## config.mk

```make
export PLATFORM = sky130hd
export DESIGN_NAME = ifq_stream_fetch
export DESIGN_NICKNAME = d
export VERILOG_FILES = /design/src/rtl/ifq_pkg.sv /design/src/rtl/ifq_word_buf.sv /design/src/rtl/ifq_fetch_ctl.sv /design/src/rtl/ifq_byte_align.sv /design/src/rtl/ifq_stream_fetch.sv
export SDC_FILE = /design/constraint.sdc
export NUM_CORES = 1
export LEC_CHECK = 0
export ABC_CLOCK_PERIOD_IN_PS = 6360
export BUFFER_PORTS_ARGS = -buffer_cell sky130_fd_sc_hd__buf_2
export CORE_UTILIZATION = 59
export CTS_CLUSTER_SIZE = 30
export DETAILED_ROUTE_END_ITERATION = 6
export PLACE_DENSITY = 0.86
export RECOVER_POWER = 50
export SLEW_MARGIN = 20
export SYNTH_ARGS = -nofsm -noshare
export SYNTH_HDL_FRONTEND = slang
export SYNTH_SLANG_ARGS = --single-unit
export TNS_END_PERCENT = 50
```

## constraint.sdc

```tcl
create_clock -name clk -period 6.36 [get_ports clk]
set_clock_uncertainty 0.1 [all_clocks]
set_input_delay 1.908 -clock clk [delete_from_list [all_inputs] [get_ports clk]]
set_output_delay 1.908 -clock clk [all_outputs]
set_load 0.005 [all_outputs]
```

## src/rtl/ifq_pkg.sv

```systemverilog
// Shared types for the streaming instruction fetch queue.
// Assumes 32-bit instructions and 32-bit memory words.
package ifq_pkg;
    localparam int unsigned WORD_W     = 32;
    localparam int unsigned WORD_BYTES = WORD_W / 8;
    typedef logic [WORD_W-1:0] word_t;
endpackage

```

## src/rtl/ifq_word_buf.sv

```systemverilog
// Circular word store with a count.
// Exposes the head word and the word after it, so the aligner can build an instruction
// that spans two words. A flush empties it in one cycle.
// Assumes DEPTH is a power of two, so the pointers wrap by overflow.
module ifq_word_buf
    import ifq_pkg::*;
#(
    parameter int DEPTH = 8,
    localparam int PTR_W = $clog2(DEPTH),
    localparam int CNT_W = $clog2(DEPTH + 1)
) (
    input  logic             clk,
    input  logic             rst_n,
    input  logic             flush,
    input  logic             push,
    input  word_t            push_data,
    input  logic             pop,
    output word_t            head0,
    output word_t            head1,
    output logic [CNT_W-1:0] count
);
    word_t            store [DEPTH];
    logic [PTR_W-1:0] rd_ptr, wr_ptr;

    // Write an arriving word into the slot at the write pointer.
    always_ff @(posedge clk) begin
        if (push && !flush) store[wr_ptr] <= push_data;
    end

    // Move the pointers and the count; a flush empties the store.
    always_ff @(posedge clk) begin
        if (!rst_n || flush) begin
            rd_ptr <= '0;
            wr_ptr <= '0;
            count  <= '0;
        end else begin
            if (push) wr_ptr <= wr_ptr + PTR_W'(1);
            if (pop)  rd_ptr <= rd_ptr + PTR_W'(1);
            count <= count + CNT_W'(push) - CNT_W'(pop);
        end
    end

    assign head0 = store[rd_ptr];
    assign head1 = store[rd_ptr + PTR_W'(1)];


    overflow_chk: assert property (@(posedge clk) disable iff (!rst_n)
        (push && !flush) |-> (32'(count) < DEPTH || pop));
endmodule

```

## src/rtl/ifq_fetch_ctl.sv

```systemverilog
// Fetch control.
// Issues sequential word requests from the branch target while buffered words plus
// pending requests stay below DEPTH. It keeps the epoch tag and tells live responses
// from stale ones.
// Assumes in-order responses: once a branch happens, the next `stale` responses
// belong to earlier epochs.
module ifq_fetch_ctl #(
    parameter int ADDR_W   = 20,
    parameter int DEPTH    = 8,
    parameter int MAX_INFL = 15,
    localparam int WADDR_W = ADDR_W - 2,
    localparam int CNT_W   = $clog2(DEPTH + 1),
    localparam int INFL_W  = $clog2(MAX_INFL + 1)
) (
    input  logic               clk,
    input  logic               rst_n,
    input  logic               br_valid,
    input  logic [ADDR_W-1:0]  br_addr,
    input  logic [CNT_W-1:0]   buf_count,
    output logic               mem_req,
    input  logic               mem_gnt,
    output logic [WADDR_W-1:0] mem_addr,
    output logic               mem_tag,
    input  logic               mem_rvalid,
    input  logic               mem_rtag,
    output logic               resp_live
);
    logic               active, epoch;
    logic [WADDR_W-1:0] fa;
    logic [INFL_W-1:0]  pend, stale;
    logic               has_room, infl_ok, issue, resp_cur, resp_stale;

    // Decide whether a request may go out and how a response is classed.
    always_comb begin
        has_room   = (32'(pend) + 32'(buf_count)) < 32'(DEPTH);
        infl_ok    = (32'(pend) + 32'(stale)) < 32'(MAX_INFL);
        mem_req    = active && !br_valid && has_room && infl_ok;
        issue      = mem_req && mem_gnt;
        resp_stale = mem_rvalid && (stale != '0);
        resp_cur   = mem_rvalid && (stale == '0);
        resp_live  = resp_cur && !br_valid && (mem_rtag == epoch);
    end

    // Track the fetch address, the epoch and the pending/stale response counts.
    always_ff @(posedge clk) begin
        if (!rst_n) begin
            active <= 1'b0;
            epoch  <= 1'b0;
            fa     <= '0;
            pend   <= '0;
            stale  <= '0;
        end else if (br_valid) begin
            active <= 1'b1;
            epoch  <= ~epoch;
            fa     <= br_addr[ADDR_W-1:2];
            pend   <= '0;
            stale  <= stale + pend - INFL_W'(mem_rvalid);
        end else begin
            if (issue) fa <= fa + WADDR_W'(1);
            pend  <= pend + INFL_W'(issue) - INFL_W'(resp_cur);
            stale <= stale - INFL_W'(resp_stale);
        end
    end

    assign mem_addr = fa;
    assign mem_tag  = epoch;


    req_seq_chk: assert property (@(posedge clk) disable iff (!rst_n)
        issue |=> (br_valid || mem_addr == $past(mem_addr) + WADDR_W'(1)));

    live_tag_chk: assert property (@(posedge clk) disable iff (!rst_n)
        (mem_rvalid && stale == '0 && !br_valid) |-> (mem_rtag == epoch));

    epoch_flip_chk: assert property (@(posedge clk) disable iff (!rst_n)
        br_valid |=> (mem_tag != $past(mem_tag)));
endmodule

```

## src/rtl/ifq_byte_align.sv

```systemverilog
// Byte realignment.
// Builds a 32-bit instruction from the head word and the word after it, given the
// byte offset. It reports whether enough words are buffered for that offset.
module ifq_byte_align
    import ifq_pkg::*;
#(
    parameter int DEPTH = 8,
    localparam int CNT_W = $clog2(DEPTH + 1)
) (
    input  word_t            head0,
    input  word_t            head1,
    input  logic [CNT_W-1:0] count,
    input  logic [1:0]       offset,
    output logic             avail,
    output word_t            ins
);
    logic [2*WORD_W-1:0] pair, shifted;

    // Shift the two-word window down by the byte offset; little-endian byte order.
    always_comb begin
        pair    = {head1, head0};
        shifted = pair >> {offset, 3'b000};
        ins     = shifted[WORD_W-1:0];
        avail   = (offset == 2'b00) ? (count >= CNT_W'(1)) : (count >= CNT_W'(2));
    end
endmodule

```

## src/rtl/ifq_stream_fetch.sv

```systemverilog
// Streaming instruction fetch queue, top level.
// A branch flushes the buffer and restarts fetching at a byte address. Words fill an
// 8-entry (DEPTH) buffer; instructions leave realigned, one per accepted handshake.
// Assumes the memory answers in grant order. Each accepted instruction pops exactly
// one word, because the byte offset stays the same from one instruction to the next.
module ifq_stream_fetch
    import ifq_pkg::*;
#(
    parameter int ADDR_W   = 20,
    parameter int DEPTH    = 8,
    parameter int MAX_INFL = 15,
    localparam int WADDR_W = ADDR_W - 2,
    localparam int CNT_W   = $clog2(DEPTH + 1)
) (
    input  logic               clk,
    input  logic               rst_n,
    input  logic               br_valid,
    input  logic [ADDR_W-1:0]  br_addr,
    output logic               ins_valid,
    input  logic               ins_ready,
    output logic [31:0]        ins_data,
    output logic [ADDR_W-1:0]  ins_pc,
    output logic               mem_req,
    input  logic               mem_gnt,
    output logic [WADDR_W-1:0] mem_addr,
    output logic               mem_tag,
    input  logic               mem_rvalid,
    input  logic               mem_rtag,
    input  logic [31:0]        mem_rdata
);
    logic             resp_live, avail, pop;
    logic [CNT_W-1:0] count;
    word_t            head0, head1, aligned;
    logic [ADDR_W-1:0] pc;

    ifq_fetch_ctl #(.ADDR_W(ADDR_W), .DEPTH(DEPTH), .MAX_INFL(MAX_INFL)) u_ctl (
        .clk(clk), .rst_n(rst_n), .br_valid(br_valid), .br_addr(br_addr),
        .buf_count(count), .mem_req(mem_req), .mem_gnt(mem_gnt),
        .mem_addr(mem_addr), .mem_tag(mem_tag), .mem_rvalid(mem_rvalid),
        .mem_rtag(mem_rtag), .resp_live(resp_live)
    );

    ifq_word_buf #(.DEPTH(DEPTH)) u_buf (
        .clk(clk), .rst_n(rst_n), .flush(br_valid), .push(resp_live),
        .push_data(mem_rdata), .pop(pop), .head0(head0), .head1(head1),
        .count(count)
    );

    ifq_byte_align #(.DEPTH(DEPTH)) u_align (
        .head0(head0), .head1(head1), .count(count), .offset(pc[1:0]),
        .avail(avail), .ins(aligned)
    );

    // Offer an instruction unless a branch is flushing in this cycle.
    always_comb begin
        ins_valid = avail && !br_valid;
        pop       = ins_valid && ins_ready;
    end

    // Keep the byte address of the instruction at the head of the stream.
    always_ff @(posedge clk) begin
        if (!rst_n)        pc <= '0;
        else if (br_valid) pc <= br_addr;
        else if (pop)      pc <= pc + ADDR_W'(WORD_BYTES);
    end

    assign ins_data = aligned;
    assign ins_pc   = pc;


    pc_step_chk: assert property (@(posedge clk) disable iff (!rst_n)
        (ins_valid && ins_ready) |=> (br_valid || ins_pc == $past(ins_pc) + ADDR_W'(4)));

    need_words_chk: assert property (@(posedge clk) disable iff (!rst_n)
        ins_valid |-> (count >= ((ins_pc[1:0] == 2'b00) ? CNT_W'(1) : CNT_W'(2))));
endmodule

```

Word-level counts from Yosys, hierarchy flattened
Memories as Yosys holds them, arrays and structs flattened. A register that Yosys moved wholly into a read port is not among the register bits.
Cells that the tools add are included.
{"block": "word_totals", "regBits": 58, "latchBits": 0, "mem_bits_rw": 256, "mem_bits_ro": 0, "in_bits": 59, "elab_cells": 61, "n_memories": 1}
{"block": "classes", "n_addsub": 13, "n_mul": 0, "div": 0, "order_cmp": 4, "n_eq_ne": 1, "n_shift": 1, "n_mux": 10, "n_bitwise": 2, "reduce_logical": 20}
{"memory": "u_buf.store", "words": 8, "word_bits": 32, "read_ports": 2, "rd_ports_with_merged_regs": 1, "wr": 1, "line": "ifq_word_buf.sv:22", "rtl": "word_t store [DEPTH];"}
{"operator": "less-than comparator 32 x 4 -> 1 bit (second input constant)", "n": 2}
{"operator": ">> shifter 64 x 5 -> 32 bit", "n": 1}
{"operator": "2-to-1 mux 20 bit", "n": 2}
{"operator": "2-to-1 mux 18 bit", "n": 2}
{"operator": "adder 20 x 3 -> 20 bit (second input constant)", "n": 1}
{"operator": "adder 18 x 1 -> 18 bit (second input constant)", "n": 1}
{"operator": "subtractor 4 x 1 -> 4 bit", "n": 4}
{"operator": "logical AND 1 bit", "n": 11}
{"operator": "adder 4 x 4 -> 5 bit", "n": 2}
{"operator": "adder 4 x 1 -> 4 bit", "n": 2}
{"operator": "adder 3 x 1 -> 3 bit (second input constant)", "n": 2}
{"operator": "2-to-1 mux 3 bit", "n": 2}
{"operator": "adder 4 bit", "n": 1}
{"operator": ">= comparator 4 x 1 -> 1 bit (second input constant)", "n": 1}
{"operator": ">= comparator 4 x 2 -> 1 bit (second input constant)", "n": 1}
{"operator": "logical NOT 4 bit", "n": 1}
{"operator": "2-to-1 mux 4 bit", "n": 1}
{"operator": "nonzero test 2 bit", "n": 2}
{"operator": "nonzero test 4 bit", "n": 1}
{"operator": "2-to-1 mux 1 bit", "n": 3}
{"operator": "logical NOT 1 bit", "n": 2}
{"operator": "logical NOT 2 bit", "n": 1}
{"operator": "inverter 1 bit", "n": 2}
{"operator": "OR reduction 2 bit", "n": 1}
{"operator": "2 further kinds", "n": 2}

Depth between registers and ports, before layout
Gate-level depths: netlist (run 1).
{"block": "logic_depth", "ltp_word": 7, "depth_mapped": 12, "ltp_nobuf": 12}

Cells and area by module
From an unflattened synthesis (run 1), not the netlist that was laid out.
{"block": "hier_totals", "hier_cells": 964, "area_unflattened_um2": 16154.2}
{"module": "ifq_word_buf", "n_inst": 1, "cells_per_inst": 552, "area_each_um2": 12157.9, "seq_area_each_um2": 7947.6}
{"module": "ifq_fetch_ctl", "n_inst": 1, "cells_per_inst": 233, "area_each_um2": 1988.2, "seq_area_each_um2": 560.5}
{"module": "ifq_stream_fetch", "n_inst": 1, "cells_per_inst": 137, "area_each_um2": 1161.1, "seq_area_each_um2": 400.4}
{"module": "ifq_byte_align", "n_inst": 1, "cells_per_inst": 42, "area_each_um2": 847.1, "seq_area_each_um2": 0.0}

Worst setup path after synthesis (run 1)
No wires, ideal clock.
{"block": "synth_path", "path_kind": "input -> register", "start": "input port br_valid", "end": "memory u_buf.store[0][0] (netlist name), enable pin", "setup_ns": 0.461, "arrival_ns": 4.759, "t_required_ns": 5.799, "setup_slack_ns": 1.040, "cell_stages": 4, "path_buffers": 1, "path_cell_list": "clkbuf_1 -> and4bb_2 -> nand2b_1 -> nor3_1"}
{"block": "synth_via", "elab_chain_len": 6}
{"item": "start: declaration", "line": "ifq_stream_fetch.sv:17", "rtl": "input logic br_valid,"}
{"item": "logical NOT 1 bit *", "line": "ifq_word_buf.sv:27, ifq_fetch_ctl.sv:41"}
{"item": "logical AND 1 bit (2 in a row)", "line": "ifq_fetch_ctl.sv:41", "rtl": "resp_live = resp_cur && !br_valid && (mem_rtag == epoch);"}
{"item": "logical AND 1 bit *", "line": "ifq_word_buf.sv:27", "rtl": "if (push && !flush) store[wr_ptr] <= push_data;"}
{"item": "2-to-1 mux 1 bit *", "line": "ifq_word_buf.sv:27"}
{"item": "2-to-1 mux 1 bit (implied by the code) *", "line": "ifq_word_buf.sv:27"}
{"item": "end: declaration", "line": "ifq_word_buf.sv:22"}
Mark *: on every way between the ends. The rest lies on a longest branch, timed or not.

Worst setup path in the final report (run 1)
{"block": "layout_path", "start": "register u_buf.rd_ptr[1]", "end": "output port ins_data[23]"}
{"block": "layout_via", "elab_chain_len": 3}
{"item": "start: declaration", "line": "ifq_word_buf.sv:23", "rtl": "logic [PTR_W-1:0] rd_ptr, wr_ptr;"}
{"item": "start signal: assignment", "line": "ifq_word_buf.sv:38", "rtl": "if (pop) rd_ptr <= rd_ptr + PTR_W'(1);"}
{"item": "adder 3 x 1 -> 3 bit", "line": "ifq_word_buf.sv:44", "rtl": "assign head1 = store[rd_ptr + PTR_W'(1)];"}
{"item": "memory read (8 x 32 bit)"}
{"item": ">> shifter 64 x 5 -> 32 bit", "line": "ifq_byte_align.sv:22", "rtl": "shifted = pair >> {offset, 3'b000};"}
{"item": "end: declaration", "line": "ifq_stream_fetch.sv:21", "rtl": "output logic [31:0] ins_data,"}
No other way between the ends.

==> impl_metrics.tcl, run 1 <==
set metrics [dict create \
    antenna_found_initial 1 \
    cts-root-buf "clkbuf_16" \
    cts_setup_buffers 0 \
    hold_buffers 0 \
    numCtsBuffers 35 \
    yosys_most_used_dff "edfxtp_1" \
    synth_area_per_cell_um2 15.3 \
    postSynthCellCount 1025 \
    p_per_area_mw_per_mm2 273 \
    end_kind "output port" \
    violations "DRC, capacitance limit, slew limit" \
    vdd_drop_max_uv 237 \
    rsz0062_at_grt "no" \
    status "finished with violations" \
    final_common_cell "edfxtp_1" \
    row_count 59 \
    drc 29 \
    dr.pass1.iters 7 \
    htreeDepth 2 \
    finalSetupTns_ns 0 \
    cts.path.max_buffers 3 \
    cp_max_fo 27 \
    setup_viol 0 \
    path_class "reg -> out" \
    async_flop_share 0 \
    fmax_mhz 185 \
    tightestPinTransition_ns 1.63 \
    drv_cap 1 \
    post-place-ws_ns 1.16 \
    syn_nets 1116 \
    yosysSeqAreaShare 0.566 \
    p_leak_nw 5.67 \
    period_needed_ns 5.42 \
    report.final.slew_viol_count 40 \
    nets 1243 \
    dpl.cell_count 1450 \
    ant_nets 0 \
    grt_pass1_wl_mm 57.8 \
    n_antenna_cell 0 \
    slew_headroom -0.0883 \
    clock_sinks 317 \
    dp.final_hpwl_mm 24.4 \
    first_iter_violations 1216 \
    clk_pin_slew_worst_paths_ns 0.06 \
    hold_violations 0 \
    syn_area_mm2 0.0157 \
    whs_ns 0.379 \
    synth_cell_types 68 \
    cts-resized-gates 0 \
    vias_per_cell 6.72 \
    design_area_mm2 0.0177 \
    layout.cells.non_filler 1512 \
    core_area_mm2 0.0261 \
    wire_per_inst_um 25.5 \
    fp.dieH_um 165 \
    io_pins 132 \
    grt_max_degree 70 \
    mostFrequentLayoutCells "256 x edfxtp_1, 111 x mux4_2, 74 x clkbuf_1, 66 x buf_2, 57 x nand2_1" \
    clk-insertion-delay-late_ns 0.52 \
    vias 10166 \
    wirelength_mm 38.6 \
    post-route-period-util 0.851 \
    gp_congestion 0.909 \
    synth_edf_count 256 \
    overflow 0 \
    fp.dieW_um 165 \
    drive_gt1_frac 0.285 \
    dieArea_mm2 0.0273 \
    worstSetupStartpointType "flip-flop" \
    hold_path_class "reg -> reg" \
    syn_to_final_growth_pct 12.4 \
    initial_utilization 0.602 \
    dpl-instance-area_mm2 0.0167 \
    grtUsageTotal 0.288 \
    num-fill-cells 1752 \
    ys_ff_latch 317 \
    worst_ep_arrival_time_ns 3.41 \
    ys_warn_count 0 \
    io_buffer_count 131 \
    first_global_vias 9964 \
    worst_slack_ns 0.945 \
    cts_tree "built" \
    crit_required_ns 4.35 \
]
==> sequential cells by signal (all words and copies together), names as in the netlist, named ones only <==
signal / flops
u_ctl.mem_addr: 18
u_buf.rd_ptr: 3
u_ctl.stale: 4
u_buf.count: 4
u_ctl.pend: 4
u_ctl.mem_tag: 1
u_ctl.active: 1
ins_pc: 20
u_buf.store: 256
u_buf.wr_ptr: 3
==> through the flow <==
| step | power [mW] | utilization |
|---|---|---|
| 3_3_place_gp | 2.94 | 0.639 |
| 5_1_grt | 4.98 | 0.676 |
| 4_1_cts | 4.84 | 0.679 |
| 6_report | 4.82 | 0.676 |
| 3_5_place_dp | 2.96 | 0.639 |
| 2_1_floorplan | 2.78 | - |
==> cells in the mapped netlist (7+ instances only) <==
cell	count	area share
edfxtp_1	256	0.49
mux4_2	111	0.16
dfxtp_1	61	0.078
nand2_1	57	0.014
nor2_1	41	0.0098
a21oi_1	32	0.010
nand3_1	30	0.0095
ha_1	28	0.022
mux2i_1	27	0.017
inv_1	25	0.0060
clkbuf_1	22	0.0053
nand2b_1	22	0.0088
o21ai_0	22	0.0070
mux2_2	19	0.014
buf_2	18	0.0057
xnor2_1	17	0.0095
mux2_4	15	0.014
nor3_1	15	0.0048
o21ai_2	15	0.0084
xor2_1	14	0.0078
a211oi_1	11	0.0053
and2_1	11	0.0044
nor4_1	10	0.0040
o21ai_1	10	0.0032
a311oi_1	9	0.0050
buf_4	8	0.0038
buf_6	8	0.0057
mux2i_4	8	0.011
nand4_1	8	0.0032
o22ai_1	8	0.0032
a21oi_2	7	0.0039
nor2b_1	7	0.0028
==> per-layer routing <==
metal | GRT usage | part of all wire | vias up
met4 | 0.0855 | 0.025 | 2
met3 | 0.0547 | 0.099 | 80
li1 | - | - | 4337
met2 | 0.492 | 0.50 | 676
met5 | 0 | 0.00021 | -
met1 | 0.376 | 0.37 | 5071
==> logic make-up after synthesis <==
logic type	after synthesis	synth area share
adders and majority gates	32	0.0274
buffers and inverters	87	0.0290
AOI/OAI and AO/OA	146	0.0655
xor gates and xnor gates	32	0.0183
and+or+nand+nor	224	0.0721
muxes	187	0.221
DFF	317	0.566
==> worst max-delay path, stage by stage, from the launching register on <==
cell and delay, ns:
dfxtp_1 0.31, ha_2 0.91, buf_4 0.37, mux4_2 0.52, mux2i_1 0.31, nand2_1 0.10
nand3_1 0.14, o21ai_2 0.08, buf_2 0.14
==> cell type report <==
type / count / area (um2) / area share
clock buffer: 44 / 920 / 0.0520
clock inverter: 18 / 148 / 0.00835
sequential: 317 / 8920 / 0.505
tap: 335 / 419 / 0.0237
inverter: 26 / 97.6 / 0.00552
timing repair buffer: 151 / 733 / 0.0415
multi-input combinational: 621 / 6440 / 0.364
==> path summary, 6_finish.rpt <==
| check | depth (start not counted) | to | startpoint | slack, ns |
|---|---|---|---|---|
| max reg2reg | 11 | u_ctl.pend[2]$_SDFF_PP0_ | u_ctl.pend[1]$_SDFF_PP0_ | 2.96 |
| max | 8 | ins_data[23] | u_buf.rd_ptr[1]$_SDFFE_PP0P_ | 0.94 |
| min | 1 | u_ctl.active$_SDFFE_PN0P_ | u_ctl.active$_SDFFE_PN0P_ | 0.38 |
| min reg2reg | 1 | u_ctl.active$_SDFFE_PN0P_ | u_ctl.active$_SDFFE_PN0P_ | 0.38 |
==> power by group <==
part	internal (mW)	switching [mW]	leakage, nW
Clock	1.08	0.817	0.516
Sequential	2.29	0.0673	2.81
Combinational	0.250	0.319	2.35
Note: power is estimated with default switching activity, not from simulation.
==> run 2, diff against run 1 <==
--- a/config.mk
+++ b/config.mk
@@ -5,13 +5,14 @@
 export SDC_FILE = /design/constraint.sdc
 export NUM_CORES = 1
 export LEC_CHECK = 0
-export ABC_CLOCK_PERIOD_IN_PS = 6360
+export ABC_CLOCK_PERIOD_IN_PS = 5670
 export BUFFER_PORTS_ARGS = -buffer_cell sky130_fd_sc_hd__buf_2
 export CORE_UTILIZATION = 59
 export CTS_CLUSTER_SIZE = 30
 export DETAILED_ROUTE_END_ITERATION = 6
 export PLACE_DENSITY = 0.86
 export RECOVER_POWER = 50
+export SKIP_CTS_REPAIR_TIMING = 1
 export SLEW_MARGIN = 20
 export SYNTH_ARGS = -nofsm -noshare
 export SYNTH_HDL_FRONTEND = slang
==> constraint.sdc (replaced) <==
create_clock -name clk -period 5.67 [get_ports clk]
set_clock_uncertainty 0.1 [all_clocks]
set_input_delay 1.701 -clock clk [delete_from_list [all_inputs] [get_ports clk]]
set_output_delay 1.701 -clock clk [all_outputs]
set_load 0.005 [all_outputs]
==> impl_metrics.tcl, run 2 (synthesized netlist as in run 1, its figures left out) <==
set metrics [dict create \
    p_per_area_mw_per_mm2 303 \
    crit_required_ns 3.87 \
    htreeDepth 2 \
    setup_viol 0 \
    report.final.slew_viol_count 0 \
    p_leak_nw 5.68 \
    worst_ep_arrival_time_ns 3.32 \
    grtUsageTotal 0.287 \
    hold_path_class "reg -> reg" \
    violations "DRC" \
    wirelength_mm 39.1 \
    row_count 59 \
    fmax_mhz 195 \
    first_global_vias 10193 \
    post-route-period-util 0.902 \
    cts_tree "built" \
    overflow 0 \
    cts.path.max_buffers 3 \
    dpl.cell_count 1451 \
    clock_sinks 317 \
    vias_per_cell 6.74 \
    numCtsBuffers 34 \
    clk_pin_slew_worst_paths_ns 0.06 \
    regMostFlops "u_buf.store" \
    nets 1243 \
    worstSetupStartpointType "flip-flop" \
    drc 28 \
    mostFrequentLayoutCells "256 x edfxtp_1, 111 x mux4_2, 69 x clkbuf_1, 65 x buf_2, 57 x nand2_1" \
    fp.dieH_um 165 \
    dr.pass1.iters 7 \
    slew_headroom 0.233 \
    syn_to_final_growth_pct 12.1 \
    grt_pass1_wl_mm 57.7 \
    final_common_cell "edfxtp_1" \
    dieArea_mm2 0.0273 \
    grt_max_degree 70 \
    fp.dieW_um 165 \
    finalSetupTns_ns 0 \
    antenna_found_initial 2 \
    status "finished with violations" \
    largest_register_ffs 256 \
    wire_per_inst_um 25.8 \
    ant_nets 0 \
    drive_gt1_frac 0.291 \
    io_buffer_count 131 \
    rsz0062_at_grt "no" \
    io_pins 132 \
    whs_ns 0.395 \
    clk-insertion-delay-late_ns 0.52 \
    hold_violations 0 \
    dp.final_hpwl_mm 24.3 \
    core_area_mm2 0.0261 \
    tightestPinTransition_ns 1.15 \
    path_class "reg -> out" \
    vdd_drop_max_uv 304 \
    cp_max_fo 22 \
    vias 10208 \
    gp_congestion 0.906 \
    first_iter_violations 1456 \
    end_kind "output port" \
    period_needed_ns 5.12 \
    cts-root-buf "clkbuf_16" \
    initial_utilization 0.602 \
    layout.cells.non_filler 1514 \
    drv_cap 0 \
]
## run 2: cell type report
class / instances / area [um2]
clock inverters: 23 / 138
diodes: 2 / 5.00
clock buffers: 38 / 880
flip-flops and latches: 317 / 8920
well taps: 335 / 419
inverters: 26 / 97.6
repair buffers: 152 / 739
multi-input cells: 621 / 6430
fillers: 1701 / 8500
## run 2: where the power goes
part	switching [mW]	internal (mW)
registers	0.0745	2.57
clock network	0.927	1.13
logic	0.364	0.282
total	1.36	3.99
## run 2: path summary, 6_finish.rpt
check	cells after the start	start	slack, ns	endpoint
min reg2reg	1	u_ctl.active$_SDFFE_PN0P_	0.40	u_ctl.active$_SDFFE_PN0P_
max	8	u_buf.rd_ptr[1]$_SDFFE_PP0P_	0.55	ins_data[27]
max reg2reg	11	u_ctl.pend[1]$_SDFF_PP0_	2.37	u_ctl.pend[2]$_SDFF_PP0_
min	1	u_ctl.active$_SDFFE_PN0P_	0.40	u_ctl.active$_SDFFE_PN0P_
## run 2: routing by layer
metal | vias up | global-route usage | wire length, um
met5 | - | 0 | 0
met4 | 0 | 0.123 | 1430
met3 | 121 | 0.0569 | 3720
met2 | 671 | 0.479 | 19300
met1 | 5094 | 0.367 | 14700
li1 | 4322 | - | -
## run 2: stage by stage
stage	setup WS [ns]	util	power [mW]	area, um2
finish	0.553	0.675	5.35	17600
floorplan	0.557	-	3.11	15700
CTS	0.631	0.678	5.36	17700
global route	0.462	0.675	5.52	17600
global placement	0.907	0.639	3.30	16700
detailed placement	0.889	0.639	3.33	16700
## run 2: worst max-delay path, cell delays in order (launching register included)
cell	delay, ns
dfxtp_1	0.31
ha_2	0.82
buf_4	0.37
mux4_2	0.33
mux2i_1	0.39
nand2b_1	0.14
nand3_1	0.12
o21ai_1	0.13
buf_2	0.18
